==> src/rtl/rsq_pkg.sv <==
package rsq_pkg;
    typedef enum logic [1:0] {
        ST_IDLE  = 2'd0,
        ST_SOFT  = 2'd1,
        ST_HARD  = 2'd2,
        ST_POWER = 2'd3
    } rsq_state_t;

    // positions inside the 8-bit register image
    localparam int FULL_POS = 3;
    localparam int TRIG_POS = 2;
    localparam int TYPE_POS = 1;
endpackage

==> src/rtl/rsq_ctl_reg.sv <==
module rsq_ctl_reg
    import rsq_pkg::*;
(
    input  logic       clk,
    input  logic       rst_n,
    input  logic       wr_ok,
    input  logic       clr,
    input  logic [7:0] wdata,
    output logic [2:0] ctl,
    output logic [7:0] rdata
);
    // ctl[2] = full cycle, ctl[1] = trigger, ctl[0] = reset type
    always_ff @(posedge clk or negedge rst_n) begin
        if (!rst_n)
            ctl <= 3'b000;
        else if (clr)
            ctl <= 3'b000;
        else if (wr_ok)
            ctl <= {wdata[FULL_POS], wdata[TRIG_POS], wdata[TYPE_POS]};
    end

    always_comb begin
        rdata = 8'h00;
        rdata[FULL_POS] = ctl[2];
        rdata[TRIG_POS] = ctl[1];
        rdata[TYPE_POS] = ctl[0];
    end
endmodule

==> src/rtl/rsq_timer.sv <==
module rsq_timer #(
    parameter int CW = 8
) (
    input  logic          clk,
    input  logic          rst_n,
    input  logic          clr,
    input  logic          inc,
    output logic [CW-1:0] cnt
);
    always_ff @(posedge clk or negedge rst_n) begin
        if (!rst_n)
            cnt <= '0;
        else if (clr)
            cnt <= '0;
        else if (inc)
            cnt <= cnt + 1'b1;
    end
endmodule

==> src/rtl/rsq_fsm.sv <==
module rsq_fsm
    import rsq_pkg::*;
#(
    parameter int SOFT_TICKS = 16,
    parameter int HARD_CYC   = 40,
    parameter int FULL_CYC   = 120,
    parameter int CW         = 8
) (
    input  logic          clk,
    input  logic          rst_n,
    input  logic          bus_ce,
    input  logic          trig_hit,
    input  logic          trig_hard,
    input  logic          ext_hit,
    input  logic          full_sel,
    input  logic [CW-1:0] cnt,
    output rsq_state_t    state,
    output logic          tmr_clr,
    output logic          tmr_inc,
    output logic          reg_clr,
    output logic          init_n,
    output logic          plat_n,
    output logic          slp_n
);
    localparam logic [CW-1:0] SOFT_LAST = CW'(SOFT_TICKS - 1);
    localparam logic [CW-1:0] HARD_LAST = CW'(HARD_CYC - 1);
    localparam logic [CW-1:0] FULL_LAST = CW'(FULL_CYC - 1);

    rsq_state_t state_nxt;

    always_ff @(posedge clk or negedge rst_n) begin
        if (!rst_n)
            state <= ST_IDLE;
        else
            state <= state_nxt;
    end

    always_comb begin
        state_nxt = state;
        unique case (state)
            ST_IDLE: begin
                if (trig_hit)
                    state_nxt = trig_hard ? ST_HARD : ST_SOFT;
                else if (ext_hit)
                    state_nxt = ST_POWER;
            end
            ST_SOFT: begin
                if (bus_ce && cnt == SOFT_LAST)
                    state_nxt = ST_IDLE;
            end
            ST_HARD: begin
                if (cnt == HARD_LAST)
                    state_nxt = full_sel ? ST_POWER : ST_IDLE;
            end
            ST_POWER: begin
                if (cnt == FULL_LAST)
                    state_nxt = ST_IDLE;
            end
            default: state_nxt = ST_IDLE;
        endcase
    end

    always_comb begin
        tmr_clr = (state_nxt == ST_IDLE);
        tmr_inc = (state == ST_SOFT) ? bus_ce : (state != ST_IDLE);
        reg_clr = (state == ST_HARD || state == ST_POWER) && (state_nxt == ST_IDLE);
        init_n  = (state != ST_SOFT);
        plat_n  = (state != ST_HARD);
        slp_n   = !((state == ST_HARD && full_sel) || state == ST_POWER);
    end
endmodule

==> src/rtl/rsq_ctrl.sv <==
module rsq_ctrl
    import rsq_pkg::*;
#(
    parameter int CLK_KHZ    = 100000,
    parameter int SOFT_TICKS = 16,
    parameter int HARD_CYC   = CLK_KHZ * 11 / 2,
    parameter int FULL_CYC   = CLK_KHZ * 4000
) (
    input  logic       clk,
    input  logic       rst_n,
    input  logic       bus_ce,
    input  logic       reg_wr,
    input  logic [7:0] reg_wdata,
    output logic [7:0] reg_rdata,
    input  logic       sysrst_req,
    input  logic       pwrgd_lost,
    input  logic       wdog_req,
    output logic       init_n,
    output logic       pltrst_n,
    output logic       pcirst_n,
    output logic       susstat_n,
    output logic       slp3_n,
    output logic       slp4_n,
    output logic       slp5_n
);
    localparam int MAXC = (FULL_CYC > SOFT_TICKS) ? FULL_CYC : SOFT_TICKS;
    localparam int CW   = $clog2(MAXC + 1);

    rsq_state_t    state;
    logic [2:0]    ctl;
    logic [CW-1:0] cnt;
    logic          wr_ok, trig_hit, ext_hit;
    logic          tmr_clr, tmr_inc, reg_clr;
    logic          plat_n, slp_n;

    assign wr_ok    = reg_wr && (state == ST_IDLE);
    assign trig_hit = wr_ok && reg_wdata[TRIG_POS] && !ctl[1];
    assign ext_hit  = (state == ST_IDLE) && ctl[2] && (sysrst_req || pwrgd_lost || wdog_req);

    rsq_ctl_reg u_reg (
        .clk   (clk),
        .rst_n (rst_n),
        .wr_ok (wr_ok),
        .clr   (reg_clr),
        .wdata (reg_wdata),
        .ctl   (ctl),
        .rdata (reg_rdata)
    );

    rsq_timer #(.CW(CW)) u_tmr (
        .clk   (clk),
        .rst_n (rst_n),
        .clr   (tmr_clr),
        .inc   (tmr_inc),
        .cnt   (cnt)
    );

    rsq_fsm #(
        .SOFT_TICKS (SOFT_TICKS),
        .HARD_CYC   (HARD_CYC),
        .FULL_CYC   (FULL_CYC),
        .CW         (CW)
    ) u_fsm (
        .clk       (clk),
        .rst_n     (rst_n),
        .bus_ce    (bus_ce),
        .trig_hit  (trig_hit),
        .trig_hard (reg_wdata[TYPE_POS]),
        .ext_hit   (ext_hit),
        .full_sel  (ctl[2]),
        .cnt       (cnt),
        .state     (state),
        .tmr_clr   (tmr_clr),
        .tmr_inc   (tmr_inc),
        .reg_clr   (reg_clr),
        .init_n    (init_n),
        .plat_n    (plat_n),
        .slp_n     (slp_n)
    );

    assign pltrst_n  = plat_n;
    assign pcirst_n  = plat_n;
    assign susstat_n = plat_n;
    assign slp3_n    = slp_n;
    assign slp4_n    = slp_n;
    assign slp5_n    = slp_n;
endmodule

==> config.mk <==
export PLATFORM = sky130hd
export DESIGN_NAME = rsq_ctrl
export DESIGN_NICKNAME = d
export VERILOG_FILES = /design/src/rtl/rsq_pkg.sv /design/src/rtl/rsq_ctl_reg.sv /design/src/rtl/rsq_timer.sv /design/src/rtl/rsq_fsm.sv /design/src/rtl/rsq_ctrl.sv
export SDC_FILE = /design/constraint.sdc
export NUM_CORES = 1
export LEC_CHECK = 0
export ABC_AREA = 1
export CORE_MARGIN = 5
export CORE_UTILIZATION = 55
export CTS_CLUSTER_DIAMETER = 50
export DETAILED_ROUTE_END_ITERATION = 12
export PLACE_DENSITY_LB_ADDON = 0.08
export SLEW_MARGIN = 40
export SYNTH_ARGS = -nofsm -noshare
export SYNTH_HDL_FRONTEND = slang
export SYNTH_SLANG_ARGS = --single-unit
==> constraint.sdc <==
create_clock -name clk -period 2.26 [get_ports clk]
set_input_delay 0.339 -clock clk [delete_from_list [all_inputs] [get_ports clk]]
set_output_delay 0.339 -clock clk [all_outputs]
set_load 0.05 [all_outputs]
==> summary.txt, run 1 <==
Most frequent cells in the layout: nor2_1, nand2_1, inv_1
Final-report max-slew violation count: 0
Required @ worst endpoint: 2.42 ns
Crit. End Element: flop
Root buffer cell: clkbuf_8
Fill count: 387
Yosys warns: 0
DPL Wire Length: 3720 microns
Fin crit share: 0.867
Post-synthesis sequential area ratio: 0.375
Placed cell area: 2470 sq um
Clock power frac: 0.385
Setup bufs post-CTS: 0
Worst-path clk slew: 0.07 ns
Power Density: 439 nW/um^2
Synth Cell Area: 2270 sq um
Post-synth EDFFs: 0
Switching Fraction: 0.243
RSZ-0062 raised after global routing: no
Number of non-filler instances in the completed layout: 382
Starting density of the core: 0.566
H-tree depth: 2
Port bufs: 19
Wl on met1: 2180 microns
Post-Layout Inst Area: 2550 sq um
Worst reg2reg path depth: 11
Synth Area per Inst: 7.31 sq um
Core Region: 4000 sq um
Die footprint: 5500 sq um
Final TNS setup: 0 ns
Flop pwr share: 0.547
Nets: 348
Min-Delay Path Class: input port to asynchronous set/reset pin
GRT Util Overall: 0.193
Initial antenna violation count: 0
Inserted Clock Buffers: 5
# placed instances: 375
DRC violations left: 0
Post-CTS Resized: 0
DR WL/cell: 12.6 microns
CP cell instances: ha_1, nand2_1, nor2_4, nand2_2, nor2_1, nand2_1, a21oi_2, nand3_2, nor2_4, buf_4, a21oi_1
Worst-Margin Slew: 0.512 ns
Clk sink count: 34
Proportion of layout cells with a drive suffix above 1: 0.114
NetSw: 272 uW
CP Class: flop to flop
Leak: 0.00117 uW
I/O Pins: 30
Final Hold Fails: 0
First-pass GRT wire length: 8160 microns
Crit start category: flop
Clk_lat worst skew: 0.29 ns
Global route overflow: 0
Power share of the combinational group: 0.068
Max Cap Viol: 0
CP max stage delay: 0.38 ns
Cells after synthesis: 310
Final wirelength: 4800 microns
Die H: 74.2 microns
Vias: 1925
Unique masters post-synth: 30
Worst clock skew: 0.00567 ns
# diodes: 0
Synth async-reset ratio: 1.00
Crit path time final: 1.96 ns
CP Max Fanout: 13
Setup WS pre-CTS: 0.176 ns
Met3 WL: 186 microns
Top routing layer in use: met4
Post-route ant nets: 0
Relative slew slack: 0.658
Core Rows: 23
#FFs+latches synth: 34
CTS max path bufs: 2
RePlAce Congestion: 0.857
Worst endpoint data arrival time: 2.12 ns
First drt pass iteration count: 4
Vias in the first global route: 1853
Largest net degree at the start of global routing: 35
Area delta synth->final: 12.7%
Hold_buf cts: 0
Peak VDD IR: 0.336 mV
Metal2 WL: 2340 microns
Main synth FF type: dfrtp_1
Final setup margin: 0.300 ns
CP max stage cell: dfrtp_1
Pint: 848 uW
Final count of negative-setup-slack endpoints: 0
CTS tree: done
Outcome: finished, final reports clean
Initial drt markers: 72
Die width: 74.2 microns
Vias/cell: 5.04
Fmax: 510 MHz
Commonest non-fill, non-tap cell in the layout: nor2_1
[final cells by class]
| class | count | area [sq um] | share of cell area |
|---|---|---|---|
| Clock buffer | 7 | 76.3 | 0.0299 |
| Inverter | 37 | 139 | 0.0544 |
| Multi-Input combinational cell | 228 | 1170 | 0.459 |
| Sequential cell | 34 | 851 | 0.333 |
| Tap cell | 50 | 62.6 | 0.0245 |
| Timing Repair Buffer | 26 | 253 | 0.0990 |
[state kept, by name, summed over array words and instances (netlist names)]
register and count:
u_fsm.state 2, u_reg.ctl 3, u_tmr.cnt 29
[final timing paths]
path | slack (ns) | startpoint | end
max reg2reg | 0.30 | u_tmr.cnt[1] | u_reg.ctl[2]
min in group clk | 0.57 | u_tmr.cnt[27] | u_tmr.cnt[27]
max | 0.30 | u_tmr.cnt[1] | u_reg.ctl[2]
min reg2reg | 0.57 | u_tmr.cnt[27] | u_tmr.cnt[27]
min | 0.48 | rst_n | u_tmr.cnt[2]
max in group asynchronous | 1.47 | rst_n | u_tmr.cnt[26]
[worst max-delay path: cells and delay by family (launching register included)]
kind,cells,cell delay (ns)
adder cells (fa/ha/maj),1,0.18
AO/OA/AOI/OAI,2,0.23
AND/OR/NAND/NOR,7,0.81
buffers and inverters,1,0.22
flip-flops,1,0.38
[power groups by stage]
stage	clock [uW]	sequential (uW)	combinational [uW]
after floorplan	0	633	38.9
after global placement	0	625	76.5
after detailed placement	0	625	77.6
after CTS	440	613	77.7
after global routing	469	613	81.9
final	431	613	76.3
[per-layer routing]
metal | vias to the layer above | track usage
met3 | 9 | 0.0351
met5 | - | 0
met1 | 894 | 0.235
met2 | 33 | 0.337
met4 | 0 | 0.0785
li1 | 989 | -
[per-stage QoR]
stage	total power, uW	hold slack (ns)	utilization
floorplan	672	0.0434	-
global placement	701	0.537	0.617
detailed placement	703	0.559	0.617
CTS	1130	0.509	0.637
global route	1160	0.515	0.638
finish	1120	0.475	0.638
[Yosys cell counts (2+ instances only)]
master / number / area, sq um
inv_2: 2 / 7.51
dfrtp_1: 34 / 851
o22ai_1: 2 / 12.5
nand2_1: 69 / 259
nor3_2: 2 / 20.0
nand3_2: 2 / 20.0
buf_6: 3 / 33.8
o21ai_1: 2 / 10.0
nor2_4: 5 / 56.3
nor3_1: 6 / 30.0
xor2_1: 19 / 166
buf_4: 11 / 82.6
nor2_1: 72 / 270
nand3_1: 15 / 75.1
inv_1: 35 / 131
a21oi_2: 3 / 26.3
o21ai_0: 4 / 20.0
nand4_1: 6 / 37.5
nand2_2: 3 / 18.8
a21oi_1: 5 / 25.0
[cell families (layout without fill, tap and decap cells)]
kind of cell / Yosys count / after routing / share of synthesized area
buffers and inverters: 52 / 70 / 0.115
flip-flops: 34 / 34 / 0.375
XOR/XNOR: 20 / 20 / 0.0773
adder cells (fa/ha/maj): 1 / 1 / 0.00552
other: 1 / 5 / 0.00165
AO/OA/AOI/OAI: 17 / 17 / 0.0447
AND/OR/NAND/NOR: 185 / 185 / 0.380
(Power assumes the default switching activity.)
==> inputs of run 2 (changes only) <==
- CAP_MARGIN: default -> 25
- clock period: 2.26 -> 2.1 ns (I/O delays scaled with it)
==> run 2 against run 1 <==
- fmax grew 3.5%
- register-to-register slack worse by 0.09 ns
- flip-flop and latch count stayed put
==> summary.txt, run 2 (synthesized netlist as in run 1, its figures left out) <==
Largest Register: u_tmr.cnt
Final count of negative-setup-slack endpoints: 0 (unchanged)
Worst-path clk slew: 0.07 ns (about the same)
Setup bufs post-CTS: 0 (unchanged)
Nets: 351 (+0.86%)
RePlAce Congestion: 0.869 (+1.4%)
CP Max Fanout: 27 (+14)
I/O Pins: 30 (unchanged)
Crit start category: flop
Outcome: finished, final reports clean
GRT Util Overall: 0.189 (-0.00464)
DPL Wire Length: 3540 microns (-4.8%)
Die footprint: 5500 sq um (unchanged)
Vias in the first global route: 1819 (-1.8%)
Proportion of layout cells with a drive suffix above 1: 0.137 (+0.0224)
Peak VDD IR: 0.265 mV (-21%)
Required @ worst endpoint: 2.27 ns (-0.15 ns)
Die H: 74.2 microns (unchanged)
CP max stage cell: dfrtp_1
Core Rows: 23 (unchanged)
CP max stage delay: 0.38 ns (about the same)
CTS max path bufs: 2 (unchanged)
WHS: 0.440 ns (-0.0357 ns)
Min-Delay Path Class: input port to asynchronous set/reset pin
Post-CTS Resized: 0 (unchanged)
Worst endpoint data arrival time: 2.07 ns (-0.05 ns)
Crit-path leading delay family: simple AND/OR/NAND/NOR gates
DR WL/cell: 12.0 microns (-4.5%)
CP Buf/Inv Count: 1 (unchanged)
Initial antenna violation count: 0 (unchanged)
# diodes: 0 (unchanged)
Global route overflow: 0 (unchanged)
Initial drt markers: 84 (+17%)
Crit. End Element: flop
H-tree depth: 2 (unchanged)
Fill count: 384 (-0.78%)
Clk_lat worst skew: 0.29 ns (about the same)
Vias: 1914 (-0.57%)
Final TNS setup: 0 ns (unchanged)
Final setup margin: 0.206 ns (-0.0935 ns)
CP Class: flop to flop
Core Region: 4000 sq um (unchanged)
Setup WS pre-CTS: 0.0461 ns (-0.130 ns)
Worst clock skew: 0.00592 ns (+0.000250 ns)
Leak: 0.00120 uW (+2.1%)
Number of flip-flops under the largest register name: 29 (unchanged)
Post-route ant nets: 0 (unchanged)
Power Density: 482 nW/um^2 (+9.8%)
Crit path time final: 1.89 ns (-0.0665 ns)
Area delta synth->final: 13.9%
First-pass GRT wire length: 8020 microns (-1.8%)
Root buffer cell: clkbuf_8
Die width: 74.2 microns (unchanged)
Largest net degree at the start of global routing: 35 (unchanged)
Max Cap Viol: 0 (unchanged)
Top flop regs: u_tmr.cnt (29), u_reg.ctl (3), u_fsm.state (2)
Commonest non-fill, non-tap cell in the layout: nor2_1
Fin crit share: 0.902 (+0.0344)
Worst-Margin Slew: 0.499 ns (-0.0130 ns)
Final Hold Fails: 0 (unchanged)
Final-report max-slew violation count: 0 (unchanged)
Most frequent cells in the layout: nor2_1, nand2_1, inv_1
DRC violations left: 0 (unchanged)
Starting density of the core: 0.566 (unchanged)
CP cell instances: ha_1, nand2_1, nor2_4, nand2_2, nor2_1, nand2_1, a21oi_2, nand3_2, nor2_4, buf_12, nor2_1
CTS tree: done
Relative slew slack: 0.666 (+0.00816)
Fmax: 528 MHz (+3.5%)
Clk sink count: 34 (unchanged)
Number of non-filler instances in the completed layout: 386 (+1.0%)
Vias/cell: 4.96 (-1.6%)
Hold_buf cts: 0 (unchanged)
Port bufs: 19 (unchanged)
# placed instances: 378 (+0.80%)
First drt pass iteration count: 4 (unchanged)
RSZ-0062 raised after global routing: no
Final wirelength: 4630 microns (-3.5%)
Inserted Clock Buffers: 5 (unchanged)
run 2: cell count changes in the layout (fill, tap and decap cells not counted), sizes merged:
cell	before	now
buf	11	17
clkinv	0	1
dlymetal6s2s	3	0
run 2: final cells by class:
cell class | instances | area (sq um) | share of cell area
clock inverters | 1 | 5.00 | 0.00194
multi-input cells | 228 | 1180 | 0.456
inverters | 37 | 139 | 0.0538
repair buffers | 29 | 260 | 0.101
clock buffers | 7 | 86.3 | 0.0334
well taps | 50 | 62.6 | 0.0242
flip-flops and latches | 34 | 851 | 0.330
run 2: worst register-to-register path, delay by kind of cell (launching register included):
kind / cells / cell delay (ns)
DFF: 1 / 0.38
buffers and inverters: 1 / 0.18
AOI/OAI and AO/OA: 1 / 0.14
and+or+nand+nor: 8 / 0.92
adders and majority gates: 1 / 0.17
run 2: path summary, 6_finish.rpt:
| kind | cells past startpoint | slack (ns) | to | start |
|---|---|---|---|---|
| max | 11 | 0.21 | u_tmr.cnt[9] | u_tmr.cnt[1] |
| min | 2 | 0.44 | u_tmr.cnt[4] | rst_n |
| max reg2reg | 11 | 0.21 | u_tmr.cnt[9] | u_tmr.cnt[1] |
| min reg2reg | 2 | 0.55 | u_tmr.cnt[27] | u_tmr.cnt[27] |
| max in group asynchronous | 2 | 1.34 | u_tmr.cnt[15] | rst_n |
| min in group clk | 2 | 0.55 | u_tmr.cnt[27] | u_tmr.cnt[27] |
run 2: metal layers:
metal	GRT usage	part of all wire	vias up
met5	0	0	-
met4	0.0543	0.013	0
met3	0.0419	0.047	6
met2	0.305	0.46	34
met1	0.255	0.48	884
li1	-	-	990
run 2: where the power goes:
group | total [uW] | internal, uW | switching (uW)
clock network | 502 | 264 | 238
registers | 660 | 658 | 1.61
logic | 81.8 | 26.3 | 55.6
total | 1240 | 949 | 295
run 2: stage by stage:
| step | total power [uW] | area (sq um) | util |
|---|---|---|---|
| 2_1_floorplan | 723 | 2290 | - |
| 3_3_place_gp | 755 | 2490 | 0.622 |
| 3_5_place_dp | 755 | 2490 | 0.622 |
| 4_1_cts | 1260 | 2580 | 0.645 |
| 5_1_grt | 1290 | 2580 | 0.645 |
| 6_report | 1240 | 2580 | 0.645 |
